**config.mk**
```make
export PLATFORM = sky130hd
export DESIGN_NAME = cmd_nibble_port
export DESIGN_NICKNAME = d
export VERILOG_FILES = /design/src/rtl/cmd_nibble_port.sv
export SDC_FILE = /design/constraint.sdc
export NUM_CORES = 1
export LEC_CHECK = 0
export BUFFER_PORTS_ARGS = -buffer_cell sky130_fd_sc_hd__clkbuf_2
export CORE_ASPECT_RATIO = 1.4
export CORE_MARGIN = 2
export CORE_UTILIZATION = 70
export CTS_BUF_LIST = sky130_fd_sc_hd__clkbuf_2
export CTS_CLUSTER_DIAMETER = 200
export DETAILED_ROUTE_END_ITERATION = 7
export PLACE_DENSITY = 0.84
export SYNTH_ARGS = -nofsm -noshare
export SYNTH_HDL_FRONTEND = slang
export SYNTH_SLANG_ARGS = --single-unit
```
**constraint.sdc**
```tcl
create_clock -name clk -period 4.7 [get_ports clk]
set_clock_uncertainty 0.1 [all_clocks]
set_input_delay 0.235 -clock clk [delete_from_list [all_inputs] [get_ports clk]]
set_output_delay 0.235 -clock clk [all_outputs]
set_load 0.03 [all_outputs]
```
**src/rtl/cmd_nibble_port.sv**
```systemverilog
module cmd_nibble_port #(
  parameter int READY_LAT = 3,
  parameter int EXT_DEPTH = 16
) (
  input  logic       clk,
  input  logic       rst_n,
  input  logic [2:0] port_sel,
  input  logic       wr_stb,
  input  logic       rd_ack,
  input  logic [7:0] din,
  output logic [7:0] dout,
  output logic       ready,
  output logic       data_irq
);
  localparam int CW = $clog2(READY_LAT + 1);
  localparam int EXT_AW = (EXT_DEPTH > 1) ? $clog2(EXT_DEPTH) : 1;
  localparam logic [5:0] A_EXT_LO = 6'h3A;
  localparam logic [5:0] A_EXT_HI = 6'h3B;
  localparam logic [5:0] A_EXT_DAT = 6'h3C;
  localparam logic [16:0] EXT_LIM = 17'(EXT_DEPTH);

  logic [7:0] regs [64];
  logic [7:0] ext_mem [EXT_DEPTH];
  logic [CW-1:0] busy_cnt;
  logic rd_pend, have_addr, have_hi;
  logic [5:0] addr_q;
  logic [3:0] hi_nib;
  logic [7:0] rd_q, rd_val;

  wire accept = wr_stb && (port_sel == 3'b100) && ready;
  wire [15:0] ext_addr = {regs[A_EXT_HI], regs[A_EXT_LO]};
  wire ext_hit = {1'b0, ext_addr} < EXT_LIM;
  wire [EXT_AW-1:0] ext_idx = ext_addr[EXT_AW-1:0];
  wire [7:0] ext_rd = ext_hit ? ext_mem[ext_idx] : 8'h00;
  wire wr_fire = accept && !din[7] && have_addr && have_hi;
  wire [7:0] wr_byte = {hi_nib, din[3:0]};

  assign ready = (busy_cnt == '0) && !rd_pend;
  assign data_irq = rd_pend && (busy_cnt == '0);
  assign dout = data_irq ? rd_q : 8'h00;

  always_comb rd_val = (din[5:0] == A_EXT_DAT) ? ext_rd : regs[din[5:0]];

  always_ff @(posedge clk or negedge rst_n) begin
    if (!rst_n) begin
      busy_cnt <= '0;
      rd_pend <= 1'b0;
      have_addr <= 1'b0;
      have_hi <= 1'b0;
      addr_q <= '0;
      hi_nib <= '0;
      rd_q <= '0;
      for (int i = 0; i < 64; i++) regs[i] <= 8'h00;
      for (int i = 0; i < EXT_DEPTH; i++) ext_mem[i] <= 8'h00;
    end else begin
      if (accept) busy_cnt <= CW'(READY_LAT);
      else if (busy_cnt != '0) busy_cnt <= busy_cnt - 1'b1;
      if (data_irq && rd_ack) rd_pend <= 1'b0;
      if (accept) begin
        if (din[7]) begin
          have_hi <= 1'b0;
          if (din[6]) begin
            rd_pend <= 1'b1;
            rd_q <= rd_val;
            have_addr <= 1'b0;
          end else begin
            have_addr <= 1'b1;
            addr_q <= din[5:0];
          end
        end else if (have_addr) begin
          if (!have_hi) begin
            hi_nib <= din[3:0];
            have_hi <= 1'b1;
          end else begin
            have_hi <= 1'b0;
          end
        end
      end
      if (wr_fire) begin
        if (addr_q == A_EXT_DAT) begin
          if (ext_hit) ext_mem[ext_idx] <= wr_byte;
        end else begin
          regs[addr_q] <= wr_byte;
        end
      end
    end
  end

  AST_READY_DROPS: assert property (@(posedge clk) disable iff (!rst_n)
    accept |=> !ready);
  AST_IRQ_BLOCKS_READY: assert property (@(posedge clk) disable iff (!rst_n)
    data_irq |-> !ready);
  AST_IRQ_HELD: assert property (@(posedge clk) disable iff (!rst_n)
    (data_irq && !rd_ack) |=> (data_irq && $stable(dout)));
  AST_IRQ_CLEARS: assert property (@(posedge clk) disable iff (!rst_n)
    (data_irq && rd_ack) |=> !data_irq);
  AST_NIBBLE_NEEDS_ADDR: assert property (@(posedge clk) disable iff (!rst_n)
    have_hi |-> have_addr);
  AST_UNSEL_IGNORED: assert property (@(posedge clk) disable iff (!rst_n)
    (ready && !accept && !rd_pend) |=> ready);
endmodule

```
Word-level counts from Yosys, hierarchy flattened
Cells that the tools add are included.
{"block": "word_totals", "word_cells": 152, "ram_bits": 0, "romBits": 0, "latch_bits": 0, "n_memories": 0, "output_inout_bits": 10, "in_bits": 15, "regBits": 663}
{"block": "op_classes", "add_sub_neg": 1, "reduce_logical": 23, "order_cmp": 6, "div_mod_pow": 0, "mul": 0, "shifts": 0, "bitwise": 7, "eq_ne": 3, "mux": 25}
{"op": "bitwise mux 512 bit", "count": 1}
{"op": "bitwise mux 128 bit", "count": 1}
{"op": "2-to-1 mux 8 bit", "count": 9}
{"op": "binary-select mux 8 bit (select 6 bit)", "count": 1}
{"op": "demux 8 bit (select 6 bit)", "count": 1}
{"op": "binary-select mux 8 bit (select 4 bit)", "count": 1}
{"op": "demux 8 bit (select 4 bit)", "count": 1}
{"op": "< comparator 16 x 5 -> 1 bit (second input constant)", "count": 1}
{"op": ">= comparator 7 bit (second input constant)", "count": 2}
{"op": "inverter 6 -> 7 bit", "count": 2}
{"op": "equality test 6 bit (second input constant)", "count": 2}
{"op": "logical AND 1 bit", "count": 10}
{"op": "AND reduction 3 bit", "count": 3}
{"op": "2-to-1 mux 1 bit", "count": 8}
{"op": "< comparator 7 x 1 -> 1 bit (second input constant)", "count": 1}
{"op": "AND reduction 2 bit", "count": 3}
{"op": "nonzero test 2 bit", "count": 3}
{"op": ">= comparator 5 bit (second input constant)", "count": 1}
{"op": "< comparator 5 x 1 -> 1 bit (second input constant)", "count": 1}
{"op": "inverter 4 -> 5 bit", "count": 1}
{"op": "2-to-1 mux 2 bit", "count": 2}
{"op": "inverter 1 bit", "count": 4}
{"op": "AND reduction 4 bit", "count": 1}
{"op": "equality test 3 bit (second input constant)", "count": 1}
{"op": "other kinds (3)", "count": 4}

Logic depth before layout (Yosys ltp)
Gate-level depths: netlist of run 1.
{"block": "logic_depth", "depth_word": 7, "depth_mapped": 10, "mapped_depth_nobuf": 7}

Worst setup path before layout of run 1
OpenSTA, ideal clock, no wires.
{"block": "synth_path", "kind": "flip-flop to flip-flop", "from": "register busy_cnt[0]", "to": "register ext_mem[80] in the netlist's numbering", "setup_time_ns": 0.125, "arrival_ns": 2.752, "setup_slack_ns": 1.723, "path_buffers": 3, "period_less_slack_ns": 2.977, "stages_incl_launch_ff": 11, "required_time_ns": 4.475, "path_cell_list": "dfrtp_1 > inv_1 > ha_1 > and2b_1 > nand3_1 > or4_1 > buf_2 > buf_6 > or3_1 > buf_6 > mux2_4"}
{"block": "synth_between", "elab_chain_cells": 7}
{"item": "start: declaration", "line_no": "24", "rtl": "logic [CW-1:0] busy_cnt;"}
{"item": "start signal: assignment", "line_no": "56", "rtl": "if (accept) busy_cnt <= CW'(READY_LAT);"}
{"item": "start signal: assignment", "line_no": "57", "rtl": "else if (busy_cnt != '0) busy_cnt <= busy_cnt - 1'b1;"}
{"item": "logical NOT 2 bit", "line_no": "38", "rtl": "assign ready = (busy_cnt == '0) && !rd_pend;"}
{"item": "logical AND 1 bit", "line_no": "38"}
{"item": "named net ready", "line_no": "12", "rtl": "output logic ready,"}
{"item": "logical AND 1 bit", "line_no": "30", "rtl": "wire accept = wr_stb && (port_sel == 3'b100) && ready;"}
{"item": "logical AND 1 bit (3 in a row)", "line_no": "35", "rtl": "wire wr_fire = accept && !din[7] && have_addr && have_hi;"}
{"item": "AND reduction 3 bit (no source line)"}
{"item": "end signal: indexed assignment", "line_no": "81", "rtl": "if (ext_hit) ext_mem[ext_idx] <= wr_byte;"}
{"item": "end: declaration", "line_no": "23", "rtl": "logic [7:0] ext_mem [EXT_DEPTH];"}
The timed path passes the listed nets, and every way through them passes these cells.
A chain may end at the register's enable or synchronous reset.

Final worst setup path of run 1
{"block": "layout_path", "from": "register busy_cnt[1]", "to": "register ext_mem[89] in the netlist's numbering"}
{"block": "layout_between", "elab_chain_cells": 7}
{"item": "logical NOT 2 bit", "line_no": "38"}
{"item": "logical AND 1 bit", "line_no": "38"}
{"item": "logical AND 1 bit", "line_no": "30"}
{"item": "logical AND 1 bit (3 in a row)", "line_no": "35"}
{"item": "AND reduction 3 bit (no source line)"}
No other way between the ends.

==> out/results.env, run 1 <==
STATUS='completed'
SYNTH_SEQUENTIAL_AREA_RATIO=0.537
DP_WORST_SETUP_SLACK_PS=970
HOLD_PATH.CLASS='in2reg'
CRITICAL-PATH-MAX-STAGE-DELAY_PS=950
CRITPATHREQUIREDTIME_PS=5640
SLEW_OF_THE_PIN_WITH_THE_LOWEST_SLEW_MARGIN_PS=1030
FIRST_PASS_GRT_WIRE_LENGTH_UM=110000
GLOBALROUTETOTALUTIL=0.320
GPL.FINAL_WEIGHTED_CONGESTION=0.958
CP_MAX_FO=16
CORE_UM2=43800
LAYOUT_COMMON_CELLS='sky130_fd_sc_hd__dfrtp_1, sky130_fd_sc_hd__mux2_2, sky130_fd_sc_hd__clkbuf_2'
MULTIINPUTGATEAREA_UM2=13500
NUM_ROWS=91
AVGVIACOUNTPERCELL=6.62
ROUTEDWLPERCELL_UM=25.8
CRITPATHSLOWESTCELL='sky130_fd_sc_hd__or4_1'
CAP_VIOLATIONS=0
CLK_PATH_BUF_DEPTH=3
UTILIZATION=0.752
POSTROUTEWIRELENGTH_UM=69900
FRACTION_OF_FINAL_LAYOUT_CELLS_WITH_DRIVE_STRENGTH_GREATER_THAN_1=0.530
LAYOUT.CELLS.MOST_COMMON='sky130_fd_sc_hd__dfrtp_1'
FP.DIEH_UM=252
SYNTH-EDFF-COUNT=0
FINAL_DESIGN_AREA_NO_FILL_UM2=32900
R2R-START='busy_cnt[1]'
SYNTH-COMPOUND-AREA-SHARE=0.0150
CLOCK_TREE.ROOT_CELL='sky130_fd_sc_hd__clkbuf_2'
SYNTH.MUX.AREA_FRACTION=0.381
SYNTH.AREA.TOP_CELLS='sky130_fd_sc_hd__dfrtp_1, sky130_fd_sc_hd__mux2_2, sky130_fd_sc_hd__mux4_2'
IOPINCOUNT=25
SYNTH.TOP_CELL.AREA_SHARE=0.537
ROUTED-VIA-COUNT=17900
TIMING_HOLD_VIOLATIONS_FINAL=0
POST-ROUTE-MIN-PERIOD_PS=3850
WORST_SETUP_HOLD_PATH_CLK_SLEW_PS=130
POWER_DENSITY_nW_PER_UM2=309
ASYNC_FLOP_SHARE=1.00
MIN-DELAY-START='din[7]'
CTS.SINK_COUNT=663
MAXSLEWVIOLCOUNT=0
CRITPATHBUFINV=2
WORST-SETUP-PATH-TYPE='reg2reg'
DRT_ITER0_DRC=1244
FIRST_GLOBAL_VIAS=19100
CTS_BUFFER_COUNT=154
NNETSFINAL=2063
SETUP_VIOL=0
DETAIL_ROUTE.FIRST_PASS.ITERATIONS=5
CRIT_PATH_START='busy_cnt[1]'
POST-ROUTE-DRC-COUNT=0
POST-DP-HPWL_UM=44700
CTS_MAX_LEVEL=4
YOSYS.AREA.TOP_TYPE='sky130_fd_sc_hd__dfrtp_1'
NUMBER_OF_WARNING_MESSAGES_IN_THE_YOSYS_LOG=0
PLACED_CELL_AREA_UM2=31300
PERIOD_SHARE=0.820
DOMINANTREGCELLSYNTH='sky130_fd_sc_hd__dfrtp_1'
RSZ0062_AT_GRT='no'
TIMING.SETUP.TNS_PS=0
LARGEST_FAMILY_OF_LOGIC_CELLS_BY_SYNTHESIZED_AREA='multiplexers'
CPMOSTUSEDCELL='sky130_fd_sc_hd__or4_1'
NUMBER_OF_ANTENNA_VIOLATIONS_AT_THE_FIRST_CHECK_IN_GLOBAL_ROUTING=3
GRT_OVF=0
MAX-SLEW-MARGIN-REL=0.310
CRITICAL_PATH.ENDPOINT_TYPE='flop'
FLOORPLAN.INITIALDENSITY=0.704
ACHIEVABLE-FREQUENCY_MHz=260
SYNTH_XOR_AREA_FRAC=0.000284
ARRIVAL_PS=4790
TIMING.CRITICAL_PATH.CELLS='inv_1, ha_1, and2b_1, nand3_1, buf_4, or4_1, or4_1, mux2_4'
POWER.IR.VDD_WORST_uV=254
CTS_TREE='built'
SYN_AVG_CELL_AREA_UM2=15.5
MAPPEDNETLISTNETS=2008
SYN_TO_FINAL_GROWTH_PCT=6.73
SYN-INSTANCE-COUNT=1992
CLOCK_LATENCY_PS=1200
SYNTHSIMPLEGATEAREAFRAC=0.0402
FIN_WS_PS=847
WORST_SETUP_PATH_START_KIND='flop'
SYNTH_CELL_TYPE_COUNT=59
LARGEST_NET_DEGREE_AT_THE_START_OF_GLOBAL_ROUTING=143
CPLARGESTDELAYFAMILY='simple AND/OR/NAND/NOR gates'
SEQCELLAREA_UM2=16600
SYNTH-SEQ-CELLS=663
YOSYS.AREA_SHARE.ADDER=0.000405
SYNTHESIS.AREA_UM2=30900
BUFFER_PORTS.INSERTED=24
FILL_CELLS=2662
FP.DIEW_UM=181
POWER_LEAKAGE_nW=16.4
REGTOREGSETUPSLACK_PS=850
DRT.ANTENNA.VIOLATING_NETS=0
DIE_AREA_UM2=45800
-- final timing paths --
path / end / cells after the start
min in group asynchronous: ext_addr[0] / 4
max reg2reg: ext_mem[89] / 8
min reg2reg: regs[31] / 0
max in group asynchronous: regs[235] / 4
max: ext_mem[89] / 8
min: hi_nib[3] / 4
-- per-stage QoR --
stage	hold slack, ps	std cells	total power [mW]
after floorplan	-161	1992	6.26
after global placement	231	2424	6.49
after detailed placement	236	2424	6.51
after CTS	17.3	2707	10.3
after global routing	88.4	2709	10.6
final	152	2709	10.2
-- cells in the mapped netlist, drive strengths merged, types with 11 or more instances --
library cell / n
mux2i: 47
buf: 54
mux4: 167
nor2: 48
mux2: 648
nor2b: 11
nand3: 17
nor3: 13
or3: 14
nand2: 34
a22oi: 14
clkbuf: 128
dfrtp: 663
-- final cells by class --
cell class                 count  share of cell area
clock buffer                 225              0.0342
inverter                       4            0.000456
multi-input combinational   1143               0.410
tap                          558              0.0212
sequential                   663               0.504
antenna                        2            0.000152
timing repair buffer          81              0.0228
clock inverter                33             0.00786
-- per-layer routing --
metal | GRT usage | up-vias | wire length [µm]
li1 | - | 7590 | -
met1 | 0.409 | 9467 | 26900
met2 | 0.522 | 675 | 35000
met3 | 0.0601 | 210 | 4180
met4 | 0.182 | 2 | 3830
met5 | 0 | - | 13
-- state kept, by name, indices dropped and copies added (netlist names) --
signal,flops
ext_addr,16
regs,496
have_addr,1
busy_cnt,2
hi_nib,4
rd_pend,1
have_hi,1
ext_mem,128
addr_q,6
rd_q,8
-- report_power, final --
group | internal [mW] | total [mW] | switching [mW] | leakage [nW]
clock network | 1.53 | 3.74 | 2.20 | 1.06
registers | 5.75 | 5.83 | 0.0776 | 9.24
logic | 0.203 | 0.607 | 0.404 | 6.10
total | 7.49 | 10.2 | 2.69 | 16.4
-- tightest hold or removal path, delay by kind of cell --
kind	cells	cell delay (ps)
buf+inv	2	760
mux	1	250
simple gates	1	160
-- timing repair --
action	4_1_cts	5_1_grt
resized for setup	0	0
hold buffers	25	0
endpoints found under the hold margin	953	0
buffers inserted	0	0
-- logic make-up (layout without fill, tap and decap cells) --
logic type | count (synthesis) | count (layout)
other | 0 | 2
and+or+nand+nor | 213 | 213
DFF | 663 | 663
adders and majority gates | 1 | 1
AOI/OAI and AO/OA | 66 | 66
xor gates and xnor gates | 1 | 1
buffers and inverters | 186 | 343
muxes | 862 | 862
Power figures use the tool's default switching activity.
==> run 2, diff against run 1 <==
--- a/config.mk
+++ b/config.mk
@@ -5,14 +5,15 @@
 export SDC_FILE = /design/constraint.sdc
 export NUM_CORES = 1
 export LEC_CHECK = 0
+export ABC_AREA = 1
 export BUFFER_PORTS_ARGS = -buffer_cell sky130_fd_sc_hd__clkbuf_2
 export CORE_ASPECT_RATIO = 1.4
 export CORE_MARGIN = 2
-export CORE_UTILIZATION = 70
+export CORE_UTILIZATION = 59
 export CTS_BUF_LIST = sky130_fd_sc_hd__clkbuf_2
 export CTS_CLUSTER_DIAMETER = 200
 export DETAILED_ROUTE_END_ITERATION = 7
-export PLACE_DENSITY = 0.84
+export PLACE_DENSITY = 0.75
 export SYNTH_ARGS = -nofsm -noshare
 export SYNTH_HDL_FRONTEND = slang
 export SYNTH_SLANG_ARGS = --single-unit
==> constraint.sdc (replaced) <==
create_clock -name clk -period 3.1 [get_ports clk]
set_clock_uncertainty 0.1 [all_clocks]
set_input_delay 0.155 -clock clk [delete_from_list [all_inputs] [get_ports clk]]
set_output_delay 0.155 -clock clk [all_outputs]
set_load 0.03 [all_outputs]
==> run 2 against run 1 <==
Against the previous run: the run now ends with DRC, setup timing left; sequential share of layout area down 0.94 points; die area increased by 19%; via count is 50% higher; critical path depth grew 4; core utilization is 11 points lower; largest power group unchanged.
==> out/results.env, run 2 <==
STATUS='complete, but fails checks'  # was completed
VIOLATIONS_IN_THE_FINAL_REPORTS='DRC, setup timing'
CP_MAX_FO=30  # was 16
R2R-START='busy_cnt[0]'  # was busy_cnt[1]
SYNTH.TOP_CELL.AREA_SHARE=0.534  # was 0.537
SYNTHESIS.AREA_UM2=31100  # was 30,900 µm²
HOLD_PATH_DEPTH=4  # unchanged
POST-ROUTE-DRC-COUNT=2  # was 0
FIN_WS_PS=-2.65  # was 847 ps
RSZ0062_AT_GRT='yes'  # was no
DIE_AREA_UM2=54500  # was 45,800 µm²
GRT_OVF=0  # unchanged
WORST-SETUP-PATH-TYPE='in2reg'  # was reg2reg
MAXSLEWVIOLCOUNT=0  # unchanged
WORST_SETUP_HOLD_PATH_CLK_SLEW_PS=120  # was 130 ps
BUFFER_PORTS.INSERTED=24  # unchanged
MIN-DELAY-START='din[0]'  # was din[7]
POST-DP-HPWL_UM=50600  # was 44,700 µm
CRITICAL_PATH.ENDPOINT_TYPE='flop'  # unchanged
SYN-INSTANCE-COUNT=4032  # was 1,992
DP_WORST_SETUP_SLACK_PS=117  # was 970 ps
LARGEST_NET_DEGREE_AT_THE_START_OF_GLOBAL_ROUTING=128  # was 143
FIRST_PASS_GRT_WIRE_LENGTH_UM=135000  # was 110,000 µm
DETAIL_ROUTE.FIRST_PASS.ITERATIONS=8  # was 5
DRT_ITER0_DRC=2402  # was 1,244
TIMING_HOLD_VIOLATIONS_FINAL=0  # unchanged
LAYOUT.CELLS.MOST_COMMON='sky130_fd_sc_hd__nand2_1'  # was sky130_fd_sc_hd__dfrtp_1
TIMING.SETUP.TNS_PS=-2.65  # was 0 ps
ASYNC_FLOP_SHARE=1.00  # unchanged
MAPPEDNETLISTNETS=4048  # was 2,008
MIN_TO='regs[432]'  # was hi_nib[3]
NUMBER_OF_ANTENNA_VIOLATIONS_AT_THE_FIRST_CHECK_IN_GLOBAL_ROUTING=2  # was 3
ACHIEVABLE-FREQUENCY_MHz=322
CLK_PATH_BUF_DEPTH=3  # unchanged
SYNTH_COMMON_CELLS='sky130_fd_sc_hd__nand2_1, sky130_fd_sc_hd__o21ai_0, sky130_fd_sc_hd__dfrtp_1, sky130_fd_sc_hd__inv_1, sky130_fd_sc_hd__nand3_1'  # was sky130_fd_sc_hd__dfrtp_1, sky130_fd_sc_hd__mux2_2, sky130_fd_sc_hd__mux4_2, sky130_fd_sc_hd__clkbuf_1, sky130_fd_sc_hd__mux2_4
ROUTED-VIA-COUNT=26900  # was 17,900
NNETSFINAL=4077  # was 2,063
POWER_DENSITY_nW_PER_UM2=476  # was 309 nW/µm²
YOSYSMOSTFREQUENTCELL='sky130_fd_sc_hd__nand2_1'  # was sky130_fd_sc_hd__dfrtp_1
POST-ROUTE-MIN-PERIOD_PS=3100
POSTROUTEWIRELENGTH_UM=83900  # was 69,900 µm
AVGVIACOUNTPERCELL=5.61  # was 6.62
PERIOD_SHARE=1.00
LARGEST_REG_FLOPS=496  # unchanged
DRT.ANTENNA.VIOLATING_NETS=0  # unchanged
LAYOUT_COMMON_CELLS='sky130_fd_sc_hd__nand2_1, sky130_fd_sc_hd__o21ai_0, sky130_fd_sc_hd__dfrtp_1'  # was sky130_fd_sc_hd__dfrtp_1, sky130_fd_sc_hd__mux2_2, sky130_fd_sc_hd__clkbuf_2
WL_MET3_UM=5190  # was 4180 µm
FLOORPLAN.INITIALDENSITY=0.597  # was 0.704
SETUP_VIOL=1  # was 0
CLOCK_TREE.ROOT_CELL='sky130_fd_sc_hd__clkbuf_2'  # unchanged
DOMINANTREGCELLSYNTH='sky130_fd_sc_hd__dfrtp_1'  # unchanged
HOLD_PATH.CLASS='in2reg'  # unchanged
RR_WORST_DEPTH=11  # was 8
REGISTERS.TOP_BY_FF_COUNT='regs'  # unchanged
IOPINCOUNT=25  # unchanged
SYNTH-SEQ-CELLS=663  # unchanged
SYNTH_CELL_TYPE_COUNT=30  # was 59
INTERNAL_POWER_COMPONENT_mW=11.2  # was 7.49 mW
MAX-SLEW-MARGIN-REL=0.479  # was 0.310
DETAILROUTE.WIRELENGTH.MET2_UM=40500  # was 35,000 µm
FRACTION_OF_FINAL_LAYOUT_CELLS_WITH_DRIVE_STRENGTH_GREATER_THAN_1=0.0977  # was 0.530
POWER_LEAKAGE_nW=16.1  # was 16.4 nW
SYN_AVG_CELL_AREA_UM2=7.70  # was 15.5 µm²
ROUTEDWLPERCELL_UM=17.5  # was 25.8 µm
SYN_TO_FINAL_GROWTH_PCT=8.06  # was 6.73%
COMBPWRFRAC=0.114  # was 0.060
FIRST_GLOBAL_VIAS=25400  # was 19,100
HIGHEST_LAYER='met5'  # unchanged
NUM_ROWS=99  # was 91
CLOCK_LATENCY_PS=1210  # was 1200 ps
WORST_SETUP_PATH_START_KIND='input pin'  # was flop
FF_TO_FF_END='regs[341]'  # was ext_mem[89]
CTS.SINK_COUNT=663  # unchanged
ARRIVAL_PS=4090  # was 4790 ps
GPL.FINAL_WEIGHTED_CONGESTION=0.890  # was 0.958
SEQ_POWER_SHARE=0.556  # was 0.573
M1WIRELENGTH_UM=34700  # was 26,900 µm
CLOCKPOWERSHARE=0.330  # was 0.367
FP.DIEH_UM=275  # was 252 µm
CORE_UM2=52000  # was 43,800 µm²
FP.DIEW_UM=198  # was 181 µm
SLEW_OF_THE_PIN_WITH_THE_LOWEST_SLEW_MARGIN_PS=782  # was 1030 ps
POWER.IR.VDD_WORST_uV=282  # was 254 µV
CTS_MAX_LEVEL=4  # unchanged
FILL_CELLS=4629  # was 2,662
P_SW_FRAC=0.301  # was 0.264
YOSYS.AREA.TOP_TYPE='sky130_fd_sc_hd__dfrtp_1'  # unchanged
CAP_VIOLATIONS=0  # unchanged
CTS_TREE='built'  # unchanged
CTS_BUFFER_COUNT=158  # was 154
SYNTH.AREA.TOP_CELLS='sky130_fd_sc_hd__dfrtp_1, sky130_fd_sc_hd__nand2_1, sky130_fd_sc_hd__o21ai_0'  # was sky130_fd_sc_hd__dfrtp_1, sky130_fd_sc_hd__mux2_2, sky130_fd_sc_hd__mux4_2
SYNTH-EDFF-COUNT=0  # unchanged
P_SW_mW=4.81  # was 2.69 mW
NUMBER_OF_WARNING_MESSAGES_IN_THE_YOSYS_LOG=0  # unchanged
CRITPATHREQUIREDTIME_PS=4090  # was 5640 ps
SYNTH_SEQUENTIAL_AREA_RATIO=0.534  # was 0.537
GLOBALROUTETOTALUTIL=0.315  # was 0.320
REGTOREGSETUPSLACK_PS=30  # was 850 ps
FINAL_TOTAL_POWER_mW=16.0  # was 10.2 mW
run 2: cells by family after synthesis:
| logic type | count (synthesis) | share of synthesized area |
|---|---|---|
| AND/OR/NAND/NOR | 1954 | 0.258 |
| AO/OA/AOI/OAI | 821 | 0.134 |
| flip-flops | 663 | 0.534 |
| buffers and inverters | 593 | 0.0728 |
| adder cells (fa/ha/maj) | 1 | 0.000403 |
run 2: how the worst max path moves through the flow:
stage               depth (start not counted)         from        end  slack, ps
floorplan                                  13  busy_cnt[0]  regs[389]        270
global placement                           11  busy_cnt[0]  regs[175]        210
detailed placement                         11  busy_cnt[0]  regs[341]        120
CTS                                         5  busy_cnt[0]    dout[6]         40
global route                               12  busy_cnt[0]  regs[282]       -230
finish                                     12  port_sel[0]  regs[341]         -3
run 2: repair_timing:
item,4_1_cts,5_1_grt
endpoints found under the hold margin,1251,0
endpoints found under the setup margin,0,204
hold buffers,34,0
setup buffers,0,0
gates resized for setup,0,15
run 2: power groups by stage:
stage                     sequential, mW  clock (mW)  combinational [mW]
after floorplan                     8.99           0               0.913
after global placement              9.04           0                1.69
after detailed placement            9.04           0                1.71
after CTS                           8.87        5.38                1.79
after global routing                8.89        5.79                1.98
final                               8.88        5.28                1.82
run 2: per-layer routing:
metal,vias up,global-route usage
met5,-,0
met4,2,0.154
met3,192,0.0473
met2,977,0.514
met1,12800,0.416
li1,13000,-
run 2: stage by stage:
stage               hold WS, ps  instance area (µm²)  utilization  cells
CTS                        46.7                33500        0.644   4800
finish                      139                33600        0.645   4801
global route                137                33600        0.645   4801
global placement           84.3                31900        0.614   4523
floorplan                  -241                31100            -   4032
detailed placement         90.2                31900        0.614   4523
run 2: cell type report:
cell class / count / area [µm²] / share of cell area
clock inverter: 24 / 118 / 0.00350
inverter: 313 / 1200 / 0.0356
tap: 656 / 821 / 0.0245
multi-input combinational: 2776 / 12300 / 0.366
sequential: 663 / 16600 / 0.494
antenna: 1 / 2.50 / 0.0000746
clock buffer: 219 / 1100 / 0.0327
timing repair buffer: 149 / 1460 / 0.0434
run 2: worst max-delay path: stages:
cell	delay, ps
sky130_fd_sc_hd__dlygate4sd3_1	540
sky130_fd_sc_hd__clkbuf_2	110
sky130_fd_sc_hd__dlygate4sd3_1	550
sky130_fd_sc_hd__nor2_1	160
sky130_fd_sc_hd__dlygate4sd3_1	640
sky130_fd_sc_hd__nand4_2	130
sky130_fd_sc_hd__nor3_2	180
sky130_fd_sc_hd__nand2_2	160
sky130_fd_sc_hd__a21oi_4	150
sky130_fd_sc_hd__buf_4	370
sky130_fd_sc_hd__nand3_1	550
sky130_fd_sc_hd__o21ai_0	390
